### config.mk
export PLATFORM = sky130hd
export DESIGN_NAME = tmr_clk_sel
export DESIGN_NICKNAME = d
export VERILOG_FILES = /design/src/rtl/tmr_clk_pkg.sv /design/src/rtl/tmr_prescaler.sv /design/src/rtl/tmr_ext_edge.sv /design/src/rtl/tmr_tick_sel.sv /design/src/rtl/tmr_clk_sel.sv
export SDC_FILE = /design/constraint.sdc
export NUM_CORES = 1
export LEC_CHECK = 0
export BUFFER_PORTS_ARGS = -buffer_cell sky130_fd_sc_hd__clkbuf_2
export CAP_MARGIN = 20
export CORE_MARGIN = 3
export CORE_UTILIZATION = 40
export DETAILED_ROUTE_END_ITERATION = 7
export GPL_ROUTABILITY_DRIVEN = 0
export GPL_TIMING_DRIVEN = 0
export HOLD_SLACK_MARGIN = 0.05
export SLEW_MARGIN = 20
export SYNTH_ARGS = -nofsm -noshare
export SYNTH_HDL_FRONTEND = slang
export SYNTH_SLANG_ARGS = --single-unit
### constraint.sdc
create_clock -name clk_i -period 1.5 [get_ports clk_i]
set_clock_uncertainty 0.2 [all_clocks]
set_input_delay 0.3 -clock clk_i [delete_from_list [all_inputs] [get_ports clk_i]]
set_output_delay 0.3 -clock clk_i [all_outputs]
set_load 0.005 [all_outputs]
### src/rtl/tmr_clk_pkg.sv
package tmr_clk_pkg;
  localparam int PRE_W  = 10;
  localparam int N_TAPS = 4;

  typedef enum logic [2:0] {
    CS_STOP     = 3'd0,
    CS_DIV1     = 3'd1,
    CS_DIV8     = 3'd2,
    CS_DIV64    = 3'd3,
    CS_DIV256   = 3'd4,
    CS_DIV1024  = 3'd5,
    CS_EXT_FALL = 3'd6,
    CS_EXT_RISE = 3'd7
  } cs_e;

  // low counter bits that must be all ones for tap i
  function automatic int tap_shift(input int i);
    case (i)
      0:       return 3;
      1:       return 6;
      2:       return 8;
      default: return 10;
    endcase
  endfunction
endpackage

### src/rtl/tmr_prescaler.sv
module tmr_prescaler
  import tmr_clk_pkg::*;
(
  input  logic              clk_i,
  input  logic              rst_ni,
  input  logic              clr_i,
  output logic [N_TAPS-1:0] tap_o
);
  logic [PRE_W-1:0] cnt_q;

  always_ff @(posedge clk_i or negedge rst_ni) begin
    if (!rst_ni)    cnt_q <= '0;
    else if (clr_i) cnt_q <= '0;
    else            cnt_q <= cnt_q + 1'b1;
  end

  for (genvar i = 0; i < N_TAPS; i++) begin : g_tap
    localparam int SH = tap_shift(i);
    assign tap_o[i] = &cnt_q[SH-1:0];
  end


  clr_zero_chk: assert property (@(posedge clk_i) disable iff (!rst_ni)
    clr_i |=> (cnt_q == '0));
endmodule

### src/rtl/tmr_ext_edge.sv
module tmr_ext_edge #(
  parameter int SYNC_STAGES = 2
) (
  input  logic clk_i,
  input  logic rst_ni,
  input  logic ext_i,
  output logic sync_o,
  output logic rise_o,
  output logic fall_o
);
  logic [SYNC_STAGES-1:0] sync_q;
  logic                   prev_q;

  always_ff @(posedge clk_i or negedge rst_ni) begin
    if (!rst_ni) begin
      sync_q <= '0;
      prev_q <= 1'b0;
    end else begin
      sync_q <= {sync_q[SYNC_STAGES-2:0], ext_i};
      prev_q <= sync_q[SYNC_STAGES-1];
    end
  end

  assign sync_o = sync_q[SYNC_STAGES-1];
  assign rise_o =  sync_o & ~prev_q;
  assign fall_o = ~sync_o &  prev_q;

  // checker-only: edges seen since reset, saturating
  logic [1:0] age_q;
  always_ff @(posedge clk_i or negedge rst_ni) begin
    if (!rst_ni)              age_q <= '0;
    else if (age_q != 2'd3)   age_q <= age_q + 1'b1;
  end


  sync_delay_chk: assert property (@(posedge clk_i) disable iff (!rst_ni)
    (age_q >= 2'd2) |-> (sync_o == $past(ext_i, 2)));
endmodule

### src/rtl/tmr_tick_sel.sv
module tmr_tick_sel
  import tmr_clk_pkg::*;
(
  input  logic              clk_i,
  input  logic              rst_ni,
  input  logic [2:0]        sel_i,
  input  logic              clr_i,
  input  logic [N_TAPS-1:0] tap_i,
  input  logic              rise_i,
  input  logic              fall_i,
  output logic              tick_o
);
  cs_e        sel;
  logic [1:0] tap_idx;
  logic       tick_d;

  assign sel     = cs_e'(sel_i);
  assign tap_idx = 2'(sel_i - 3'd2);

  always_comb begin
    unique case (sel)
      CS_STOP:     tick_d = 1'b0;
      CS_DIV1:     tick_d = 1'b1;
      CS_EXT_FALL: tick_d = fall_i;
      CS_EXT_RISE: tick_d = rise_i;
      default:     tick_d = ~clr_i & tap_i[tap_idx];
    endcase
  end

  always_ff @(posedge clk_i or negedge rst_ni) begin
    if (!rst_ni) tick_o <= 1'b0;
    else         tick_o <= tick_d;
  end


  stop_quiet_chk: assert property (@(posedge clk_i) disable iff (!rst_ni)
    (sel_i == 3'd0) |=> !tick_o);


  div1_every_chk: assert property (@(posedge clk_i) disable iff (!rst_ni)
    (sel_i == 3'd1) |=> tick_o);


  div_single_chk: assert property (@(posedge clk_i) disable iff (!rst_ni)
    (tick_o && sel_i >= 3'd2 && sel_i <= 3'd5 && sel_i == $past(sel_i)) |=> !tick_o);
endmodule

### src/rtl/tmr_clk_sel.sv
module tmr_clk_sel
  import tmr_clk_pkg::*;
(
  input  logic       clk_i,
  input  logic       rst_ni,
  input  logic [2:0] sel_i,
  input  logic       pre_clr_i,
  input  logic       ext_i,
  output logic       tick_o,
  output logic       ext_sync_o
);
  logic [N_TAPS-1:0] tap;
  logic              rise, fall;

  tmr_prescaler u_pre (
    .clk_i  (clk_i),
    .rst_ni (rst_ni),
    .clr_i  (pre_clr_i),
    .tap_o  (tap)
  );

  tmr_ext_edge #(.SYNC_STAGES(2)) u_ext (
    .clk_i  (clk_i),
    .rst_ni (rst_ni),
    .ext_i  (ext_i),
    .sync_o (ext_sync_o),
    .rise_o (rise),
    .fall_o (fall)
  );

  tmr_tick_sel u_sel (
    .clk_i  (clk_i),
    .rst_ni (rst_ni),
    .sel_i  (sel_i),
    .clr_i  (pre_clr_i),
    .tap_i  (tap),
    .rise_i (rise),
    .fall_i (fall),
    .tick_o (tick_o)
  );


  rise_tick_chk: assert property (@(posedge clk_i) disable iff (!rst_ni)
    (sel_i == 3'd7 && rise) |=> tick_o);


  fall_tick_chk: assert property (@(posedge clk_i) disable iff (!rst_ni)
    (sel_i == 3'd6 && fall) |=> tick_o);
endmodule

## Word-level counts from Yosys, hierarchy flattened

Index checks and enable logic that the tools add are counted.

| storage, ports and cells | value |
|---|---|
| flip-flop bits (word level) | 14 |
| input bits | 7 |
| output and inout bits | 2 |
| word-level logic and storage cells | 25 |

| cells by class | value |
|---|---|
| add/sub/neg operators | 2 |
| magnitude comparators | 1 |
| eq/ne operators | 3 |
| muxes and demuxes | 4 |
| bitwise logic cells | 6 |
| reduce and logical (&&, ||, !) cells | 5 |

Operators by type and width:

| kind | number |
|---|---|
| 10-bit by 1-bit adder with 10-bit output (second input constant) | 1 |
| 10-bit 2-to-1 mux | 1 |
| 10-bit AND reduction | 1 |
| 8-bit AND reduction | 1 |
| 3-bit == test (second input constant) | 2 |
| 6-bit AND reduction | 1 |
| 1-bit case mux with 4 select lines | 1 |
| 1-bit bitwise AND | 3 |
| 3-bit by 1-bit == test with 1-bit output (second input constant) | 1 |
| 3-bit zero test | 1 |
| 2-bit by 3-bit < comparator with 1-bit output (second input constant) | 1 |
| 1-bit NOT | 3 |
| 3-bit AND reduction | 1 |
| 1-bit binary-select mux with 2-bit select | 1 |
| 2-bit subtractor (second input constant) | 1 |
| 1-bit 2-to-1 mux | 1 |

## Longest topological paths before layout

Gate-level depths: netlist (run 1).

| depth | value |
|---|---|
| depth in word-level cells | 5 |
| depth in mapped cells | 6 |
| mapped depth without buffers | 6 |

## Cells and area by module

From an unflattened synthesis (run 1), not the netlist that was laid out.

| unflattened totals | value |
|---|---|
| cells, all modules | 65 |
| area, all modules | 684.4 µm² |

Modules (own cells, without submodules):

| module | instances | cells an instance | area each (µm²) | seq. area each (µm²) |
|---|---|---|---|---|
| tmr_prescaler | 1 | 49 | 498.0 | 250.2 |
| tmr_tick_sel | 1 | 11 | 96.3 | 25.0 |
| tmr_ext_edge | 1 | 5 | 90.1 | 75.1 |

## Worst setup path after synthesis (run 1)

OpenSTA, ideal clock, no wires.

| timing | value |
|---|---|
| path kind | reg2reg |
| start | register u_pre.cnt_q[0] |
| end | register u_sel.tick_o |
| library setup time | 0.071 ns |
| arrival | 1.357 ns |
| required time | 1.229 ns |
| slack | -0.127 ns |
| cell stages (with the launch flop) | 6 |
| buffers on the path | 0 |
| clock period less this slack | 1.627 ns |
| path through | dfrtp_1 ha_1 and4_1 a31oi_1 or4b_1 nand4_1 |

| on the way | value |
|---|---|
| word-level cells in the longest chain between the ends | 5 |
| elaborated cells on any way between the ends | 8 |
| those cells by class | mux (3); bitwise (1); reduce/logical (4) |

RTL lines:

| what | RTL line | RTL |
|---|---|---|
| from (decl) | tmr_prescaler.sv:9 | `logic [PRE_W-1:0] cnt_q;` |
| from (signal assigned) | tmr_prescaler.sv:14 | `else cnt_q <= cnt_q + 1'b1;` |
| 10-bit AND reduction (tied with other cells) | tmr_prescaler.sv:19 | `assign tap_o[i] = &cnt_q[SH-1:0];` |
| 1-bit binary-select mux with 2-bit select (*) | tmr_tick_sel.sv:26 | `default: tick_d = ~clr_i & tap_i[tap_idx];` |
| 1-bit 2-to-1 mux (implied by the code) (*) | tmr_tick_sel.sv:26 |  |
| 1-bit bitwise AND (*) | tmr_tick_sel.sv:26 |  |
| 1-bit case mux with 4 select lines (*) | tmr_tick_sel.sv:21 | `unique case (sel)` |
| via u_sel.tick_d | tmr_tick_sel.sv:15 | `logic tick_d;` |
| to (signal assigned) | tmr_tick_sel.sv:32 | `else tick_o <= tick_d;` |
| to (decl) | tmr_tick_sel.sv:11 | `output logic tick_o` |

The timed path passes the listed nets; every way through them passes the cells marked *. The select of a mux whose other input is x is not followed.

## Final worst setup path (run 1)

| timing | value |
|---|---|
| start | register u_pre.cnt_q[1] |
| end | register u_sel.tick_o |

The elaborated chain is that of the path after synthesis.

==> impl_metrics.csv, run 1 <==
group,metric,value,unit
outcome,status,"finished, violations left",
outcome,violations,"negative setup slack",
yosys,async_flop_share,100,%
yosys,synth_ff_type,"dfrtp_1",
layout,area_delta_synth_final,24.8,%
worst_setup_path,worst_setup_path_end_kind,"flop",
route,vias,495,
route,firstDrtPassIters,4,
timing,grt_setup_unrepaired,"true",
worst_setup_path,critPathRequiredTime,1520,ps
yosys,synth-simple-area-share,25.5,%
floorplanning,rows,13,
layout,fillers,129,
clock_tree,clock_path_buffers,2,
floorplanning,core_region_area,0.00138,mm²
clock_tree,root_buffer,"clkbuf_4",
power,p_leak,0.347,nW
grt,grt_pass1_vias,457,
timing,hold_ws,104,ps
yosys,synth_seq_area_share,56.1,%
route,ant_nets,0,
placement,hpwl,756,µm
yosys,synth_top_family_by_area,"simple AND/OR/NAND/NOR gates",
grt,grt_max_degree,15,
yosys,synthesis.area,624,µm²
layout,finalNetCount,87,
yosys,synth_nets,68,
power,powerDensity,867,mW/mm²
timing,setup_viol,2,
clock_tree,cts.sinks,14,
placement,portBuffers,8,
yosys,synth_mux_area_share,0,%
floorplanning,ioPinCount,9,
yosys,syn_inst,59,
route,wl_per_cell,12.8,µm
yosys,synthTopCellsByCount,"dfrtp_1, nor2_1, nand2_1",
yosys,ys_warn_count,0,
grt,antenna_found_initial,0,
power,total_power,0.676,mW
timing,hold_viol_final,0,
worst_setup_path,critPathLaunchType,"flop",
worst_setup_path,arrival,1660,ps
yosys,synth_area_leader_cell,"dfrtp_1",
layout,diodes,0,
yosys,syn_area_per_cell,10.6,µm²
route,viasPerCell,5.44,
route,drt_iter0_markers,6,
yosys,synth_seq_cells,14,
yosys,yosysMostFrequentCell,"dfrtp_1",
timing,relSlewSlack,67.9,%
timing,postLayoutSetupSlackWorst,-136,ps
clock_tree,cts_inserted_buffers,3,
yosys,synth_area_leaders,"dfrtp_1, nor2_1, xnor2_1",
yosys,synth_xor_xnor_area_share,8.42,%
worst_setup_path,crit_type,"flop to flop",
floorplanning,start_util,45.2,%
timing,fin_crit,1640,ps
clock_tree,cts_tree,"built",
timing,worst_pin_slew,481,ps
flow_run,maxCapViolCount,0,
yosys,synth_top_cell_area_share,56.1,%
worst_hold_path,hp-class,"primary input to flop",
floorplanning,dieHeight,45.5,µm
yosys,synth_fa_ha_area_share,4.01,%
floorplanning,dieArea,0.00207,mm²
grt,grt_util_all_layers,13.4,%
worst_setup_path,cp_max_fo,3,
grt,grt_pass1_wl,1930,µm
timing,fmax,0.611,GHz
timing,post-route-period-util,109,%
clock_tree,insertion_delay,280,ps
timing,finalMaxSlewViolations,0,
power,ir_worst_vdd,0.399,mV
grt,grt_overflow_total,0,
layout,post-route-util,56.4,%
yosys,synth-compound-area-share,4.81,%
layout,drive_gt1_share,26.3,%
clock_tree,htreeDepth,1,
route,drcViolationCount,0,
route,wirelength,1170,µm
floorplanning,die_w,45.5,µm
yosys,ys_types,21,
yosys,synth-edff-count,0,
clock_tree,clkTransAtPathRegs,80,ps
-- sequential cells by signal (all words and copies together), names as in the netlist --
name          cells
u_ext.sync_q      2
u_ext.prev_q      1
u_sel.tick_o      1
u_pre.cnt_q      10
-- critical path, stage by stage, from the launching register on --
cell and delay [ps]:
dfrtp_1 400, ha_4 160, ha_1 120, nor2b_1 120, a31oi_1 40, or4b_1 460, nand4_1 80
-- stage by stage --
stage                     setup TNS, ps  cells  instance area [µm²]  worst slack (ps)
after floorplan                    -111     59                  627              -111
after global placement             -288     82                  686              -213
after detailed placement           -263     82                  686              -204
after CTS                          -251     90                  753              -151
after global routing               -512     91                  779              -262
final                              -246     91                  779              -136
-- cell type report --
class	instances	area (µm²)	area share, %
inverter	1	3.75	0.482
multi-input combinational	43	290	37.2
clock buffer	3	22.5	2.89
timing repair buffer	14	90.1	11.6
sequential	14	350	44.9
buffer	1	3.75	0.482
tap	15	18.8	2.41
-- cells in the final DEF, fill, tap and decap left out, types with 2 or more instances in the layout --
master         count
buf_4              4
clkbuf_2           8
clkbuf_4           3
dfrtp_1           14
dlygate4sd3_1      2
nand2_1            6
nand3_1            3
nand4_1            3
nor2_1             8
nor2b_1            3
o21ai_0            2
xnor2_1            3
xor2_1             3
-- power by group --
group | internal, mW | switching [mW]
combinational | 0.0314 | 0.0313
clock | 0.0932 | 0.120
sequential | 0.389 | 0.0101
-- final timing paths --
kind / startpoint / to / slack [ps] / depth (start not counted)
hold reg to reg: u_ext.sync_q[0]$_DFF_PN0_ / u_ext.sync_q[1]$_DFF_PN0_ / 160 / 0
max in group asynchronous: rst_ni / u_pre.cnt_q[1]$_DFF_PN0_ / 590 / 2
setup reg to reg: u_pre.cnt_q[1]$_DFF_PN0_ / u_sel.tick_o$_DFF_PN0_ / -140 / 6
hold / removal: sel_i[0] / u_sel.tick_o$_DFF_PN0_ / 100 / 3
setup / recovery: u_pre.cnt_q[1]$_DFF_PN0_ / u_sel.tick_o$_DFF_PN0_ / -140 / 6
min in group asynchronous: rst_ni / u_pre.cnt_q[8]$_DFF_PN0_ / 250 / 2
-- cell families after synthesis --
| logic type | Yosys count |
|---|---|
| simple gates | 30 |
| xor+xnor | 6 |
| compound gates | 5 |
| flops | 14 |
| fa+ha+maj | 2 |
| buf+inv | 2 |
-- per-layer routing --
layer	GRT usage, %	vias up	share of wire (%)
met1	16.5	238	47
li1	-	241	-
met3	2.37	5	5.0
met2	19.5	11	44
met5	0	-	0
met4	12.3	0	3.6
-- timing repair --
item / CTS / global route
buffers inserted: 3 / 1
gates resized for setup: 1 / 3
hold buffers: 2 / 0
setup endpoints to repair: 2 / 3
hold endpoints to repair: 15 / 0
(Power assumes the default switching activity.)
==> run 2, diff against run 1 <==
--- a/config.mk
+++ b/config.mk
@@ -13,6 +13,7 @@
 export GPL_ROUTABILITY_DRIVEN = 0
 export GPL_TIMING_DRIVEN = 0
 export HOLD_SLACK_MARGIN = 0.05
+export MAX_ROUTING_LAYER = met4
 export SLEW_MARGIN = 20
 export SYNTH_ARGS = -nofsm -noshare
 export SYNTH_HDL_FRONTEND = slang
==> run 2 against run 1 <==
Utilization is the same. Final area is the same. Setup slack is essentially flat. Clock power is essentially flat. Hold slack is essentially flat. The run still ends with negative setup slack left. Critical path depth is the same.
==> impl_metrics.csv, run 2 (synthesis gave the netlist of run 1 again) <==
group,metric,value,unit
clock_tree,cts_tree,"built",
outcome,status,"finished, violations left",
grt,grt_util_all_layers,13.8,%
worst_setup_path,cp_max_fo,3,
route,wirelength,1170,µm
timing,finalMaxSlewViolations,0,
layout,diodes,0,
clock_tree,cts_inserted_buffers,3,
worst_setup_path,rrSetupSlack,-140,ps
grt,grt_pass1_wl,1920,µm
timing,hold_ws,104,ps
layout,final_common_cell,"dfrtp_1",
floorplanning,ioPinCount,9,
flow_run,maxCapViolCount,0,
clock_tree,cts.sinks,14,
route,ant_nets,0,
timing,fin_crit,1640,ps
worst_setup_path,arrival,1660,ps
grt,antenna_found_initial,0,
floorplanning,rows,13,
floorplanning,dieArea,0.00207,mm²
worst_setup_path,rr_worst_depth,6,
worst_setup_path,crit_type,"flop to flop",
layout,finalNetCount,87,
floorplanning,start_util,45.2,%
timing,post-route-period-util,109,%
grt,grt_overflow_total,0,
power,total_power,0.676,mW
timing,worst_pin_slew,481,ps
route,firstDrtPassIters,4,
timing,fmax,0.611,GHz
layout,top_register,"u_pre.cnt_q",
timing,relSlewSlack,67.9,%
layout,largest_reg_flops,10,
worst_setup_path,startpoint,"u_pre.cnt_q[1]$_DFF_PN0_",
timing,postLayoutSetupSlackWorst,-137,ps
layout,top_regs,"u_pre.cnt_q x10, u_ext.sync_q x2",
power,powerDensity,867,mW/mm²
worst_hold_path,hp-class,"primary input to flop",
floorplanning,dieHeight,45.5,µm
grt,grt_pass1_vias,457,
grt,grt_max_degree,15,
placement,dp_slack,-204,ps
route,drcViolationCount,0,
route,wl_per_cell,12.8,µm
worst_setup_path,critPathLaunchType,"flop",
layout,area_delta_synth_final,24.8,%
route,viasPerCell,5.44,
layout,layout_common_cells,"dfrtp_1, nor2_1, clkbuf_2, nand2_1, buf_4",
worst_setup_path,critPathRequiredTime,1520,ps
clock_tree,htreeDepth,1,
worst_hold_path,min_path_cells,3,
route,vias,495,
clock_tree,insertion_delay,280,ps
worst_setup_path,r2r_start,"u_pre.cnt_q[1]$_DFF_PN0_",
worst_hold_path,hold-path-endpoint,"u_sel.tick_o$_DFF_PN0_",
clock_tree,root_buffer,"clkbuf_4",
power,p_leak,0.347,nW
worst_setup_path,r2r_end,"u_sel.tick_o$_DFF_PN0_",
timing,hold_viol_final,0,
timing,setup_viol,2,
outcome,violations,"negative setup slack",
floorplanning,die_w,45.5,µm
floorplanning,core_region_area,0.00138,mm²
worst_hold_path,holdCritStartpoint,"sel_i[0]",
power,ir_worst_vdd,0.399,mV
route,drt_iter0_markers,6,
timing,grt_setup_unrepaired,"true",
clock_tree,clock_path_buffers,2,
layout,drive_gt1_share,26.3,%
placement,portBuffers,8,
clock_tree,clkTransAtPathRegs,80,ps
worst_setup_path,worst_setup_path_end_kind,"flop",
placement,hpwl,756,µm
==> run 2: metal layers <==
layer | routed length, µm | vias to the layer above | GRT usage, % | part of all wire, %
li1 | - | 241 | - | -
met1 | 546 | 238 | 16.5 | 47
met2 | 518 | 11 | 19.5 | 44
met3 | 58 | 5 | 2.37 | 5.0
met4 | 42 | 0 | 12.3 | 3.6
met5 | 0 | - | - | 0
==> run 2: repair_timing <==
action / 4_1_cts / 5_1_grt
buffers inserted: 3 / 1
hold endpoints to repair: 15 / 0
resized for setup: 1 / 3
endpoints found under the setup margin: 2 / 3
hold buffers: 2 / 0
==> run 2: report_power, final <==
part,internal (mW),switching (mW)
sequential,0.389,0.0101
clock,0.0932,0.120
combinational,0.0314,0.0313
total,0.514,0.162
==> run 2: worst max path at each step <==
stage	endpoint	slack [ps]	cells after the start
5_1_grt	u_sel.tick_o$_DFF_PN0_	-260	6
4_1_cts	u_sel.tick_o$_DFF_PN0_	-150	6
3_3_place_gp	u_sel.tick_o$_DFF_PN0_	-210	5
2_1_floorplan	u_sel.tick_o$_DFF_PN0_	-110	6
6_report	u_sel.tick_o$_DFF_PN0_	-140	6
3_5_place_dp	u_sel.tick_o$_DFF_PN0_	-200	5
==> run 2: worst max-delay path, stage by stage (launching register included) <==
cell     delay [ps]
dfrtp_1         400
ha_4            160
ha_1            120
nor2b_1         120
a31oi_1          40
or4b_1          460
nand4_1          80
==> run 2: area by class of cell <==
| cell class | instances | area, µm² |
|---|---|---|
| fill | 129 | 603 |
| sequential | 14 | 350 |
| multi-input combinational | 43 | 290 |
| timing repair buffer | 14 | 90.1 |
| clock buffer | 3 | 22.5 |
| tap | 15 | 18.8 |
| buffer | 1 | 3.75 |
| inverter | 1 | 3.75 |
==> run 2: per-stage QoR <==
stage | utilization (%) | area [µm²] | TNS [ps] | cells
2_1_floorplan | - | 627 | -111 | 59
3_3_place_gp | 49.6 | 686 | -288 | 82
3_5_place_dp | 49.6 | 686 | -263 | 82
4_1_cts | 54.5 | 753 | -251 | 90
5_1_grt | 56.4 | 779 | -512 | 91
6_report | 56.4 | 779 | -246 | 91
==> run 3, diff against run 2 <==
--- a/config.mk
+++ b/config.mk
@@ -7,7 +7,7 @@
 export LEC_CHECK = 0
 export BUFFER_PORTS_ARGS = -buffer_cell sky130_fd_sc_hd__clkbuf_2
 export CAP_MARGIN = 20
-export CORE_MARGIN = 3
+export CORE_MARGIN = 2
 export CORE_UTILIZATION = 40
 export DETAILED_ROUTE_END_ITERATION = 7
 export GPL_ROUTABILITY_DRIVEN = 0
==> constraint.sdc (replaced) <==
create_clock -name clk_i -period 1.5 [get_ports clk_i]
set_clock_uncertainty 0.2 [all_clocks]
set_input_delay 0.075 -clock clk_i [delete_from_list [all_inputs] [get_ports clk_i]]
set_output_delay 0.075 -clock clk_i [all_outputs]
set_load 0.005 [all_outputs]
==> run 3 against run 2 <==
The flow still finishes with violations (negative setup slack). Hold slack better by 49 ps. Setup slack worse by 6.2 ps. Routed wire length down 8.5%. Flip-flop and latch count unchanged. Clock-buffer cell count up 1. Highest routed layer unchanged.
==> impl_metrics.csv, run 3 (synthesis gave the netlist of run 1 again) <==
group,metric,value,unit
floorplanning,rows,14,
power,p_leak,0.363,nW
timing,finalMaxSlewViolations,0,
worst_setup_path,cp_max_fo,3,
clock_tree,clock_path_buffers,2,
route,ant_nets,0,
worst_hold_path,hp-class,"flop to flop",
worst_setup_path,critPathLaunchType,"flop",
timing,fmax,0.609,GHz
flow_run,maxCapViolCount,0,
timing,fin_crit,1640,ps
power,clkPwrFrac,36.6,%
layout,largest_reg_flops,10,
power,pwr-share-seq,54.3,%
grt,met3_usage,3.75,%
power,comb_power_share,9.0,%
worst_setup_path,startpoint,"u_pre.cnt_q[0]$_DFF_PN0_",
clock_tree,cts_tree,"built",
layout,top_regs,"u_pre.cnt_q x10, u_ext.sync_q x2",
timing,worst_pin_slew,438,ps
clock_tree,htreeDepth,1,
worst_setup_path,crit_path_max_incr_delay,460,ps
worst_setup_path,critPathRequiredTime,1520,ps
timing,post-route-period-util,110,%
layout,final_common_cell,"dfrtp_1",
power,p_sw,0.158,mW
worst_setup_path,rrSetupSlack,-140,ps
power,powerDensity,900,mW/mm²
clock_tree,clkTransAtPathRegs,80,ps
worst_setup_path,rr_worst_depth,6,
layout,area_delta_synth_final,29.9,%
layout,finalNetCount,90,
timing,setup_viol,1,
power,p_sw_share,21.6,%
worst_setup_path,crit_type,"flop to flop",
clock_tree,root_buffer,"clkbuf_4",
power,p_int,0.572,mW
grt,grt_max_degree,15,
floorplanning,die_w,43.5,µm
clock_tree,cts_inserted_buffers,3,
timing,relSlewSlack,70.8,%
grt,grt_overflow_total,0,
layout,top_register,"u_pre.cnt_q",
power,total_power,0.730,mW
grt,antenna_found_initial,0,
route,wl_per_cell,11.1,µm
worst_setup_path,r2r_start,"u_pre.cnt_q[0]$_DFF_PN0_",
placement,dp_slack,-195,ps
layout,layout_common_cells,"dfrtp_1, nor2_1, clkbuf_2, dlygate4sd3_1, nand2_1",
layout,post-route-util,54.5,%
floorplanning,ioPinCount,9,
worst_setup_path,crit_chain,"ha_2 -> ha_1 -> nor2b_1 -> a31oi_1 -> or4b_1 -> nand4_1",
route,wirelength,1070,µm
route,firstDrtPassIters,4,
grt,gr-usage-met2,22.1,%
clock_tree,cts.sinks,14,
floorplanning,dieArea,0.00189,mm²
layout,drive_gt1_share,21.3,%
route,drcViolationCount,0,
timing,grt_setup_unrepaired,"true",
floorplanning,core_region_area,0.00149,mm²
power,ir_worst_vdd,0.694,mV
layout,finalInstanceArea,811,µm²
grt,grt_pass1_wl,1920,µm
placement,hpwl,733,µm
floorplanning,dieHeight,43.5,µm
placement,post_dp_cell_area,687,µm²
worst_setup_path,arrival,1660,ps
worst_setup_path,endpoint,"u_sel.tick_o$_DFF_PN0_",
outcome,status,"finished, violations left",
timing,hold_ws,153,ps
worst_setup_path,r2r_end,"u_sel.tick_o$_DFF_PN0_",
route,drt_iter0_markers,5,
grt,grt_pass1_vias,480,
timing,postLayoutSetupSlackWorst,-143,ps
placement,portBuffers,8,
route,vias,483,
floorplanning,start_util,41.9,%
layout,diodes,0,
grt,met1_usage,16.9,%
clock_tree,insertion_delay,280,ps
worst_setup_path,crit_slowest_cell,"or4b_1",
grt,busiest_layer,"met2",
timing,hold_viol_final,0,
grt,grt_util_all_layers,14.7,%
outcome,violations,"negative setup slack",
worst_setup_path,worst_setup_path_end_kind,"flop",
route,viasPerCell,5.03,
[run 3: cell types whose count changed in the layout (fill, tap and decap cells not counted)]
cell,change
dlygate4sd3_1,+5
buf_4,-2
nor3_2,-1
ha_4,-1
ha_2,+1
nor3_1,+1
a21oi_1,+1
clkbuf_8,+1
a21oi_2,-1
[run 3: how the worst min path moves through the flow]
stage / endpoint / cells past startpoint / start / slack, ps
after global routing: u_ext.sync_q[1]$_DFF_PN0_ / 0 / u_ext.sync_q[0]$_DFF_PN0_ / 180
after CTS: u_ext.sync_q[1]$_DFF_PN0_ / 0 / u_ext.sync_q[0]$_DFF_PN0_ / 150
final: u_ext.sync_q[1]$_DFF_PN0_ / 0 / u_ext.sync_q[0]$_DFF_PN0_ / 150
after detailed placement: u_sel.tick_o$_DFF_PN0_ / 1 / rst_ni / -200
after global placement: u_sel.tick_o$_DFF_PN0_ / 1 / rst_ni / -200
after floorplan: u_ext.prev_q$_DFF_PN0_ / 0 / rst_ni / -420
[run 3: layer usage]
metal / up-vias / part of all wire [%]
met2: 8 / 45
met1: 224 / 48
met5: - / 0
li1: 246 / -
met4: 0 / 3.6
met3: 5 / 2.4
[run 3: power by group through the flow]
| stage | clock network (mW) | logic, mW | registers, mW |
|---|---|---|---|
| after floorplan | 0 | 0.0178 | 0.405 |
| after global placement | 0 | 0.0439 | 0.406 |
| after detailed placement | 0 | 0.0436 | 0.406 |
| after CTS | 0.276 | 0.0667 | 0.397 |
| after global routing | 0.292 | 0.0766 | 0.399 |
| final | 0.267 | 0.0660 | 0.397 |
[run 3: timing repair]
action / CTS / global route
resized for setup: 1 / 0
pin swaps: 0 / 0
hold buffers: 7 / 0
endpoints found under the setup margin: 2 / 2
buffers inserted: 2 / 0
endpoints found under the hold margin: 16 / 0
gates cloned: 0 / 0
[run 3: per-stage QoR]
step,setup TNS (ps),cells
finish,-143,96
global route,-335,96
CTS,-171,96
detailed placement,-249,83
global placement,-257,83
floorplan,-111,59
[run 3: worst max-delay path, delay by kind of cell, from the launching register on]
| family | cells | cell delay (ps) |
|---|---|---|
| compound gates | 1 | 40 |
| fa+ha+maj | 2 | 320 |
| flops | 1 | 360 |
| simple gates | 3 | 650 |
[run 3: layout make-up]
type / count / area, µm²
clock buffer: 4 / 36.3
inverter: 1 / 3.75
buffer: 1 / 3.75
multi-input combinational: 43 / 272
tap: 16 / 20.0
sequential: 14 / 350
fill: 135 / 678
timing repair buffer: 17 / 125
